<file path="config.mk">
export PLATFORM = sky130hd
export DESIGN_NAME = pm_timer
export DESIGN_NICKNAME = d
export VERILOG_FILES = /design/src/rtl/pmt_pkg.sv /design/src/rtl/pmt_prescale.sv /design/src/rtl/pmt_postscale.sv /design/src/rtl/pm_timer.sv
export SDC_FILE = /design/constraint.sdc
export NUM_CORES = 1
export LEC_CHECK = 0
export BUFFER_PORTS_ARGS = -buffer_cell sky130_fd_sc_hd__buf_2
export CORE_ASPECT_RATIO = 1.75
export CORE_MARGIN = 8
export CORE_UTILIZATION = 55
export CTS_CLUSTER_DIAMETER = 50
export DETAILED_ROUTE_END_ITERATION = 7
export PLACE_DENSITY_LB_ADDON = 0.05
export SYNTH_ARGS = -nofsm -noshare
export SYNTH_HDL_FRONTEND = slang
export SYNTH_SLANG_ARGS = --single-unit
export TNS_END_PERCENT = 5
</file>
<file path="constraint.sdc">
create_clock -name clk -period 4.85 [get_ports clk]
set_input_delay 0.2425 -clock clk [delete_from_list [all_inputs] [get_ports clk]]
set_output_delay 0.2425 -clock clk [all_outputs]
set_load 0.005 [all_outputs]
</file>
<file path="src/rtl/pmt_pkg.sv">
package pmt_pkg;

    // Register port address width and the decode of each address.
    localparam int ADDR_W = 2;

    localparam logic [ADDR_W-1:0] ADR_COUNT  = 2'd0;
    localparam logic [ADDR_W-1:0] ADR_PERIOD = 2'd1;
    localparam logic [ADDR_W-1:0] ADR_CTRL   = 2'd2;

endpackage

</file>
<file path="src/rtl/pmt_prescale.sv">
// Divides qualified pulses by 2**(STEP*sel); sel = 0 passes every pulse.
module pmt_prescale #(
    parameter int SEL_W = 2,
    parameter int STEP  = 2
) (
    input  logic             clk,
    input  logic             rst,
    input  logic             clr,
    input  logic             adv,
    input  logic [SEL_W-1:0] sel,
    output logic             tick
);

    localparam int NSEL = 1 << SEL_W;
    localparam int RAW  = STEP * (NSEL - 1);
    localparam int PCW  = (RAW > 0) ? RAW : 1;

    typedef struct packed {
        logic [PCW-1:0] cnt;
    } pre_state_t;

    pre_state_t s_d, s_q;

    // Terminal count for each selection, computed rather than tabulated.
    logic [PCW-1:0] term [NSEL];

    for (genvar i = 0; i < NSEL; i++) begin : g_term
        assign term[i] = PCW'((1 << (i * STEP)) - 1);
    end

    always_comb begin
        s_d  = s_q;
        tick = adv && (s_q.cnt == term[sel]);

        if (clr) begin
            s_d.cnt = '0;
        end else if (tick) begin
            s_d.cnt = '0;
        end else if (adv) begin
            s_d.cnt = s_q.cnt + 1'b1;
        end
    end

    always_ff @(posedge clk) begin
        if (rst) begin
            s_q.cnt <= '0;
        end else begin
            s_q <= s_d;
        end
    end

endmodule

</file>
<file path="src/rtl/pmt_postscale.sv">
// Counts match events; fires on the event that brings the count past sel.
module pmt_postscale #(
    parameter int W = 4
) (
    input  logic         clk,
    input  logic         rst,
    input  logic         clr,
    input  logic         evt,
    input  logic [W-1:0] sel,
    output logic         fire
);

    typedef struct packed {
        logic [W-1:0] cnt;
    } post_state_t;

    post_state_t s_d, s_q;

    always_comb begin
        s_d  = s_q;
        fire = 1'b0;

        if (clr) begin
            s_d.cnt = '0;
        end else if (evt) begin
            if (s_q.cnt == sel) begin
                fire    = 1'b1;
                s_d.cnt = '0;
            end else begin
                s_d.cnt = s_q.cnt + 1'b1;
            end
        end
    end

    always_ff @(posedge clk) begin
        if (rst) begin
            s_q.cnt <= '0;
        end else begin
            s_q <= s_d;
        end
    end

endmodule

</file>
<file path="src/rtl/pm_timer.sv">
// Period-match timer: counter, period compare, prescaler, postscaler and
// a sticky interrupt flag, with a small register port.
// Control byte: [CTRL_W-1] run, [PRE_SEL_W+1 +: POST_W] postscale,
// [PRE_SEL_W] reads zero, [PRE_SEL_W-1:0] prescale. CTRL_W must not exceed CNT_W.
module pm_timer #(
    parameter int CNT_W     = 8,
    parameter int PRE_SEL_W = 2,
    parameter int PRE_STEP  = 2,
    parameter int POST_W    = 4
) (
    input  logic                      clk,
    input  logic                      rst,
    input  logic                      tick_en,
    input  logic                      wr_en,
    input  logic [pmt_pkg::ADDR_W-1:0] wr_addr,
    input  logic [CNT_W-1:0]          wr_data,
    input  logic                      irq_clr,
    input  logic [pmt_pkg::ADDR_W-1:0] rd_addr,
    output logic [CNT_W-1:0]          rd_data,
    output logic                      match_o,
    output logic                      irq_o
);

    import pmt_pkg::*;

    localparam int CTRL_W  = PRE_SEL_W + POST_W + 2;
    localparam int RUN_BIT = CTRL_W - 1;
    localparam int POST_LO = PRE_SEL_W + 1;

    typedef struct packed {
        logic [CNT_W-1:0]     cnt;
        logic [CNT_W-1:0]     per;
        logic                 run;
        logic [POST_W-1:0]    post;
        logic [PRE_SEL_W-1:0] pre;
        logic                 irq;
    } tmr_state_t;

    tmr_state_t s_d, s_q;

    logic cnt_wr, per_wr, ctl_wr;
    logic scaler_clr;
    logic tick;
    logic match_evt;
    logic fire;

    // Names brought out for the bound checker.
    logic [CNT_W-1:0] cnt_q, per_q;
    logic             run_q;

    assign cnt_q = s_q.cnt;
    assign per_q = s_q.per;
    assign run_q = s_q.run;

    assign cnt_wr     = wr_en && (wr_addr == ADR_COUNT);
    assign per_wr     = wr_en && (wr_addr == ADR_PERIOD);
    assign ctl_wr     = wr_en && (wr_addr == ADR_CTRL);
    assign scaler_clr = cnt_wr || ctl_wr;

    pmt_prescale #(
        .SEL_W (PRE_SEL_W),
        .STEP  (PRE_STEP)
    ) u_pre (
        .clk  (clk),
        .rst  (rst),
        .clr  (scaler_clr),
        .adv  (tick_en && s_q.run),
        .sel  (s_q.pre),
        .tick (tick)
    );

    pmt_postscale #(
        .W (POST_W)
    ) u_post (
        .clk  (clk),
        .rst  (rst),
        .clr  (scaler_clr),
        .evt  (match_evt),
        .sel  (s_q.post),
        .fire (fire)
    );

    always_comb begin
        s_d       = s_q;
        match_evt = tick && (s_q.cnt == s_q.per);

        // Count: a software write wins over a tick in the same cycle.
        if (cnt_wr) begin
            s_d.cnt = wr_data;
        end else if (tick) begin
            s_d.cnt = match_evt ? '0 : s_q.cnt + 1'b1;
        end

        if (per_wr) begin
            s_d.per = wr_data;
        end

        if (ctl_wr) begin
            s_d.run  = wr_data[RUN_BIT];
            s_d.post = wr_data[POST_LO +: POST_W];
            s_d.pre  = wr_data[PRE_SEL_W-1:0];
        end

        // Sticky flag: set takes priority over clear.
        if (fire) begin
            s_d.irq = 1'b1;
        end else if (irq_clr) begin
            s_d.irq = 1'b0;
        end
    end

    always_ff @(posedge clk) begin
        if (rst) begin
            s_q.cnt  <= '0;
            s_q.per  <= '1;
            s_q.run  <= 1'b0;
            s_q.post <= '0;
            s_q.pre  <= '0;
            s_q.irq  <= 1'b0;
        end else begin
            s_q <= s_d;
        end
    end

    // Register read port.
    logic [CNT_W-1:0] ctrl_rd;

    always_comb begin
        ctrl_rd                       = '0;
        ctrl_rd[RUN_BIT]              = s_q.run;
        ctrl_rd[POST_LO +: POST_W]    = s_q.post;
        ctrl_rd[PRE_SEL_W-1:0]        = s_q.pre;

        case (rd_addr)
            ADR_COUNT:  rd_data = s_q.cnt;
            ADR_PERIOD: rd_data = s_q.per;
            ADR_CTRL:   rd_data = ctrl_rd;
            default:    rd_data = '0;
        endcase
    end

    assign match_o = s_q.run && (s_q.cnt == s_q.per);
    assign irq_o   = s_q.irq;

endmodule

</file>
==> results of run 1 <==
[power by group through the flow]
stage	combinational, µW	sequential, µW	clock, µW
floorplan	50.6	305	0
global placement	75.7	311	0
detailed placement	76.0	311	0
CTS	76.7	305	222
global route	84.5	306	235
finish	76.5	305	219
[stage by stage]
step	std cells	power, µW	hold WS, ps	utilization (%)	setup slack (ps)
floorplan	240	356	359	-	2860
global placement	300	386	447	60.3	2640
detailed placement	300	387	456	60.3	2620
CTS	308	603	198	63.0	2610
global route	308	625	190	63.0	2470
finish	308	601	194	63.0	2600
[state kept, by name, indices dropped and copies added (netlist names)]
signal and cells:
ctrl_rd 6, u_pre.s_q 6, cnt_q 8, run_q 1
irq_o 1, u_post.s_q 4, per_q 8
[cells in the final DEF, fill, tap and decap left out, types with 2 or more instances in the layout]
cell type / n
clkbuf_8: 6
or3_1: 2
nor2_1: 16
o21ai_0: 14
inv_1: 2
a32oi_1: 3
xor2_1: 16
mux2i_1: 9
a221o_1: 3
nand4_1: 3
nor3_1: 7
nor2b_1: 4
o21a_1: 2
buf_2: 26
a32o_1: 4
ha_1: 3
or2_2: 5
nand3_1: 19
a21oi_1: 15
nand2_1: 42
o211ai_1: 2
dfxtp_1: 34
and3_1: 3
nor4_2: 2
[routing by layer]
layer	share of wire (%)	GRT usage (%)	up-vias	routed length, µm
met3	5.0	5.31	23	269
met4	4.2	9.78	0	227
met5	0	0	-	0
li1	-	-	903	-
met2	54	37.9	63	2930
met1	36	18.1	855	1960
[cells by family (layout without fill, tap and decap cells)]
logic type | count (synthesis) | after routing | synth area share [%]
buffers and inverters | 13 | 36 | 4.51
adder cells (fa/ha/maj) | 3 | 3 | 1.93
AO/OA/AOI/OAI | 50 | 50 | 17.1
multiplexers | 9 | 9 | 4.64
AND/OR/NAND/NOR | 114 | 114 | 29.1
flip-flops | 34 | 34 | 35.0
XOR/XNOR | 17 | 17 | 7.66
[layout make-up]
class,count,area (µm²)
clock inverter,1,5.00
sequential,34,681
tap,45,56.3
clock buffer,7,86.3
timing repair buffer,26,130
inverter,2,7.51
fill,344,1260
multi-input combinational,193,1170
[worst reg2reg max path, cell delays in order (launching register included)]
cell and delay (ps):
dfxtp_1 350, or4_4 550, a221o_1 560, or3_1 430, a32o_1 250
[worst paths after layout]
path	start	to	slack, ps	depth (start not counted)
setup / recovery	u_pre.s_q[0]	u_post.s_q[3]	2600	4
hold / removal	wr_data[2]	per_q[2]	190	3
setup reg to reg	u_pre.s_q[0]	u_post.s_q[3]	2600	4
hold reg to reg	irq_o	irq_o	470	1
==> results.md, run 1 <==
* Result of the run: finished, final reports clean
* Min-Delay Path Class: primary input to flop
* Maximum number of pins on one net before global-route repair at 19
* Nets at 282
* Largest area contributor in the netlist: dfxtp_1
* Global route overflow at 0
* Post-route setup TNS at 0 ps
* Worst-path fanout max at 18
* GPL Wtd Cong at 0.909
* Crit-path leading delay family: simple AND/OR/NAND/NOR gates
* Areal power density over the cells at 281 nW/µm²
* Most common flop cell mapped by yosys: dfxtp_1
* Number of buffers added on ports at 26
* Horizontal extent of the die at 60.9 µm
* Worst Path Required at 5030 ps
* Slew HR at approximately 40%
* Cell area after technology mapping at 1940 µm²
* Antenna violations before repair at 0
* Clock tree from TritonCTS: built
* Area of the placeable core at 3400 µm²
* Internal power at 435 µW
* Number of setup buffers added after CTS at 0
* DR iter-0 viols at 95
* Area grow syn2layout at 10.2%
* Net count of the mapped netlist at 260
* Leakage power at 0.000878 µW
* CP Cell Sequence: or4_4 > a221o_1 > or3_1 > a32o_1
* Fraction of the yosys area taken by sequential cells at 35.0%
* Number of warning messages in the yosys log at 0
* Die area at roughly 5800 µm²
* Dpl cell area at 2050 µm²
* Post_cts resized at 0
* Slowest CP cell: a221o_1
* Number of global-route vias before repair at around 1,900
* Top-level I/O count at 27
* Clock share of power at 36.5%
* Maximum buffer depth of the clock tree at 2
* Cell with the most instances after synthesis: nand2_1
* First-pass GRT wire length at 8.69 mm
* Via-to-Cell Ratio at 5.99
* GRT Resource Usage Total at 19.9%
* Yosys cell types at 45
* #FFs+latches synth at 34
* Combinational fraction of design power at 12.7%
* Routed WL per cell at 17.5 µm
* Clock latency on the worst-skew pair at 290 ps
* Ranking of synthesized cells by instance count: nand2_1, dfxtp_1, nand3_1
* RSZ-0062 raised after global routing: false
* Power spent charging and discharging nets at 165 µW
* Type of element launching the critical path: flop
* Worst vdd ir at 0.000213 V
* Clock root buffer master: clkbuf_8
* Number of max-slew violations in the final report at 0
* Switching Fraction at 27.5%
* H-tree lvl count at 2
* Minimum period implied by the final worst setup slack at 2250 ps
* Type of the worst setup path: flop to flop
* Drc violations at 0
* Starting density of the core at 57.2%
* Fraction of the cycle the final worst path needs at 46.4%
* Fin. Hold Viols at 0
* Proportion of synthesized flip-flops having asynchronous set or reset at 0%
* Achievable frequency at 0.445 GHz
* Dominant cells by area after synthesis: dfxtp_1, nand2_1, xor2_1
* Buffers and inverters on the worst path at 0
* Vertical die dimension at 94.6 µm
* Max-cap viol count at 0
* Final wirelength at 5.39 mm
* Antenna Cells at 0
* Final setup violation count at 0
* Layout cells sized above 1 at 17.1%
* Cell row count at 28
* Top cell type's share of synthesized area at 35.0%
* Detailed placer's ending HPWL at 4.14 mm
* Number of buffers added by the clock tree synthesis step at 5
* Initial DRT Pass Iterations at 4
* Hold bufs inserted after CTS at 0
* Setup crit end kind: flop
* Average cell area after synthesis at 8.10 µm²
* Finished layout cell area at between 2000 and 2500 µm²
* Transition time at the pin with the least slew margin at 904 ps
* DR vias at approximately 1,800
* Worst stage delay on the critical path at 560 ps
* Routed Antenna Nets at 0
* Final setup skew at 5.13 ps
* Reg power frac at 50.8%
* Signal arrival time at the worst endpoint at 2430 ps
* Clock transition at the registers of the reported paths at 70 ps
* Instance count of the mapped netlist at 240
* Count of flip-flops with a built-in enable after synthesis at 0
* Number of clock sinks at 34
No activity file was read; power rests on OpenSTA's default activity.
==> run 2, diff against run 1 <==
--- a/config.mk
+++ b/config.mk
@@ -8,7 +8,7 @@
 export BUFFER_PORTS_ARGS = -buffer_cell sky130_fd_sc_hd__buf_2
 export CORE_ASPECT_RATIO = 1.75
 export CORE_MARGIN = 8
-export CORE_UTILIZATION = 55
+export CORE_UTILIZATION = 51
 export CTS_CLUSTER_DIAMETER = 50
 export DETAILED_ROUTE_END_ITERATION = 7
 export PLACE_DENSITY_LB_ADDON = 0.05
==> constraint.sdc (replaced) <==
create_clock -name clk -period 1.9 [get_ports clk]
set_input_delay 0.095 -clock clk [delete_from_list [all_inputs] [get_ports clk]]
set_output_delay 0.095 -clock clk [all_outputs]
set_load 0.005 [all_outputs]
==> results.md, run 2 (same netlist as run 1, synthesis figures left out) <==
* GRT met1 Usage at 16.9% (-1.2 points)
* Power spent charging and discharging nets at 411 µW (+150%)
* Area of the placeable core at 3630 µm² (+6.8%)
* Detailed placer's ending HPWL at 4.21 mm (+1.6%)
* Sequential cell area at 686 µm² (+0.74%)
* Nets at 311 (+10%)
* Post-route setup TNS at -63.1 ps (-63.1 ps)
* Critical hold path startpoint: wr_data[2]
* Maximum number of pins on one net before global-route repair at 15 (-4)
* Violated checks: negative setup slack
* Placement-stage worst setup slack at -111 ps (-2730 ps)
* Internal power at 1130 µW (+160%)
* Die area at 6120 µm² (+6.1%)
* Worst vdd ir at 0.000594 V (+180%)
* Number of cells in the design after placement at 328 (+9.3%)
* Vertical die dimension at 97.7 µm (+3.2%)
* Met3 capacity usage during global routing at 3.81% (-1.5 points)
* Fin. Hold Viols at 0 (unchanged)
* Number of clock sinks at 34 (unchanged)
* GRT Resource Usage Total at 18.3% (-1.6 points)
* Hold bufs inserted after CTS at 0 (unchanged)
* Transition time at the pin with the least slew margin at 635 ps (-268 ps)
* Clock root buffer master: clkbuf_8
* Via-to-Cell Ratio at 5.78 (-3.4%)
* Most common cell after layout, fill and taps aside: nand2_1
* Type of the worst setup path: flop to flop
* Layout cells sized above 1 at 27.4% (+10 points)
* Top-level I/O count at 27 (unchanged)
* Min-Delay Path Class: primary input to flop
* Switching Fraction at 26.6% (-0.94 points)
* Starting density of the core at 53.6% (-3.6 points)
* Leakage power at 0.00103 µW (+17%)
* Number of global-route vias before repair at 2,040 (+6.0%)
* Clock share of power at 35.5% (-1.0 points)
* Fraction of the cycle the final worst path needs at 103% (+57 points)
* Signal arrival time at the worst endpoint at 2180 ps (-250 ps)
* Crit. Startpoint: u_pre.s_q[1]
* Routed Antenna Nets at 0 (unchanged)
* Initial DRT Pass Iterations at 4 (unchanged)
* Achievable frequency at 0.511 GHz (+15%)
* Combinational fraction of design power at 15.0% (+2.3 points)
* Crit-path leading delay family: simple AND/OR/NAND/NOR gates
* Minimum setup slack in the final design at -55.2 ps (-2660 ps)
* Clock transition at the registers of the reported paths at 70 ps (about the same)
* Buffers and inverters on the worst path at 0 (unchanged)
* Worst Path Required at 2120 ps (-2910 ps)
* Horizontal extent of the die at 62.7 µm (+2.8%)
* Number of buffers added by the clock tree synthesis step at 5 (unchanged)
* Clock tree from TritonCTS: built
* DR iter-0 viols at 64 (-33%)
* H-tree lvl count at 2 (unchanged)
* Clock latency on the worst-skew pair at 280 ps (about the same)
* Most heavily used metal layer in global routing: met2
* Drc violations at 0 (unchanged)
* Critical register-to-register path startpoint: u_pre.s_q[1]
* Total power of the final layout at 1540 µW (+160%)
* DR vias at 1,954 (+6.0%)
* Area of the multi-input gates at 1200 µm² (+2.6%)
* Global route overflow at 0 (unchanged)
* First-pass GRT wire length at 9.19 mm (+5.7%)
* Most used cells in the layout excluding fill and tap cells: nand2_1, dfxtp_1, buf_4
* Final core utilization at 65.8% (+2.8 points)
* Number of buffers added on ports at 26 (unchanged)
* Maximum buffer depth of the clock tree at 2 (unchanged)
* Type of element launching the critical path: flop
* Worst stage delay on the critical path at 550 ps (about the same)
* Slew HR at 57.5% (+18 points)
* Routed WL per cell at 16.2 µm (-7.4%)
* Areal power density over the cells at 647 nW/µm² (+130%)
* CP Cell Sequence: or4_4 > a221o_2 > or4_1 > a21oi_1
* Final setup violation count at 2 (+2)
* Result of the run: finished with violations
* Number of fill cells at 352 (+2.3%)
* Reg power frac at 49.5% (-1.3 points)
* Worst-path fanout max at 5 (-13)
* Antenna Cells at 0 (unchanged)
* Non-filler cells, final at 338 (+9.7%)
* Setup crit end kind: flop
* Final setup skew at 3.13 ps (-2.00 ps)
* Antenna violations before repair at 0 (unchanged)
* GPL Wtd Cong at 0.877 (-3.5%)
* Minimum period implied by the final worst setup slack at 1960 ps (-293 ps)
* Cell row count at 29 (+3.6%)
* Number of max-slew violations in the final report at 0 (unchanged)
* Area grow syn2layout at 22.9%
* Final wirelength at 5.48 mm (+1.6%)
* Slowest CP cell: or4_4
* Max-cap viol count at 0 (unchanged)
* RSZ-0062 raised after global routing: true
* Met2 Track Usage GR at 35.8% (-2.0 points)
-- run 2: path summary, 6_finish.rpt --
path	end	slack, ps	depth (start not counted)
max	u_post.s_q[0]	-60	4
min	per_q[2]	30	3
min reg2reg	irq_o	470	1
max reg2reg	u_post.s_q[0]	-60	4
-- run 2: stage by stage --
step | instance area, µm² | hold slack, ps
6_report | 2390 | 28.2
5_1_grt | 2390 | 36.4
4_1_cts | 2370 | 26.1
3_5_place_dp | 2270 | 322
3_3_place_gp | 2270 | 315
2_1_floorplan | 1960 | 212
-- run 2: final cells by class --
cell class              count  area share, %
clock buffers               7           3.62
multi-input cells         194           50.5
flip-flops and latches     34           28.7
clock inverters             1          0.210
well taps                  46           2.41
repair buffers             54           14.3
inverters                   2          0.314
-- run 2: power by group through the flow --
stage / registers [µW] / clock network (µW) / logic (µW)
5_1_grt: 767 / 580 / 255
4_1_cts: 763 / 569 / 230
3_5_place_dp: 779 / 0 / 228
3_3_place_gp: 779 / 0 / 224
6_report: 764 / 549 / 232
2_1_floorplan: 779 / 0 / 130
-- run 2: repair_timing --
| action | in CTS | in global routing |
|---|---|---|
| buffers inserted | 0 | 1 |
| pin swaps | 1 | 1 |
| resized for setup | 1 | 5 |
| cloned | 1 | 0 |
| setup endpoints to repair | 14 | 15 |
-- run 2: worst reg2reg max path: stages, from the launching register on --
cell	delay (ps)
dfxtp_2	320
or4_4	550
a221o_2	410
or4_1	490
a21oi_1	130
-- run 2: per-layer routing --
layer / routed length (µm) / part of all wire, % / vias to the layer above
li1: - / - / 974
met1: 2130 / 39 / 929
met2: 3070 / 56 / 39
met3: 145 / 2.6 / 12
met4: 140 / 2.6 / 0
met5: 0 / 0 / -
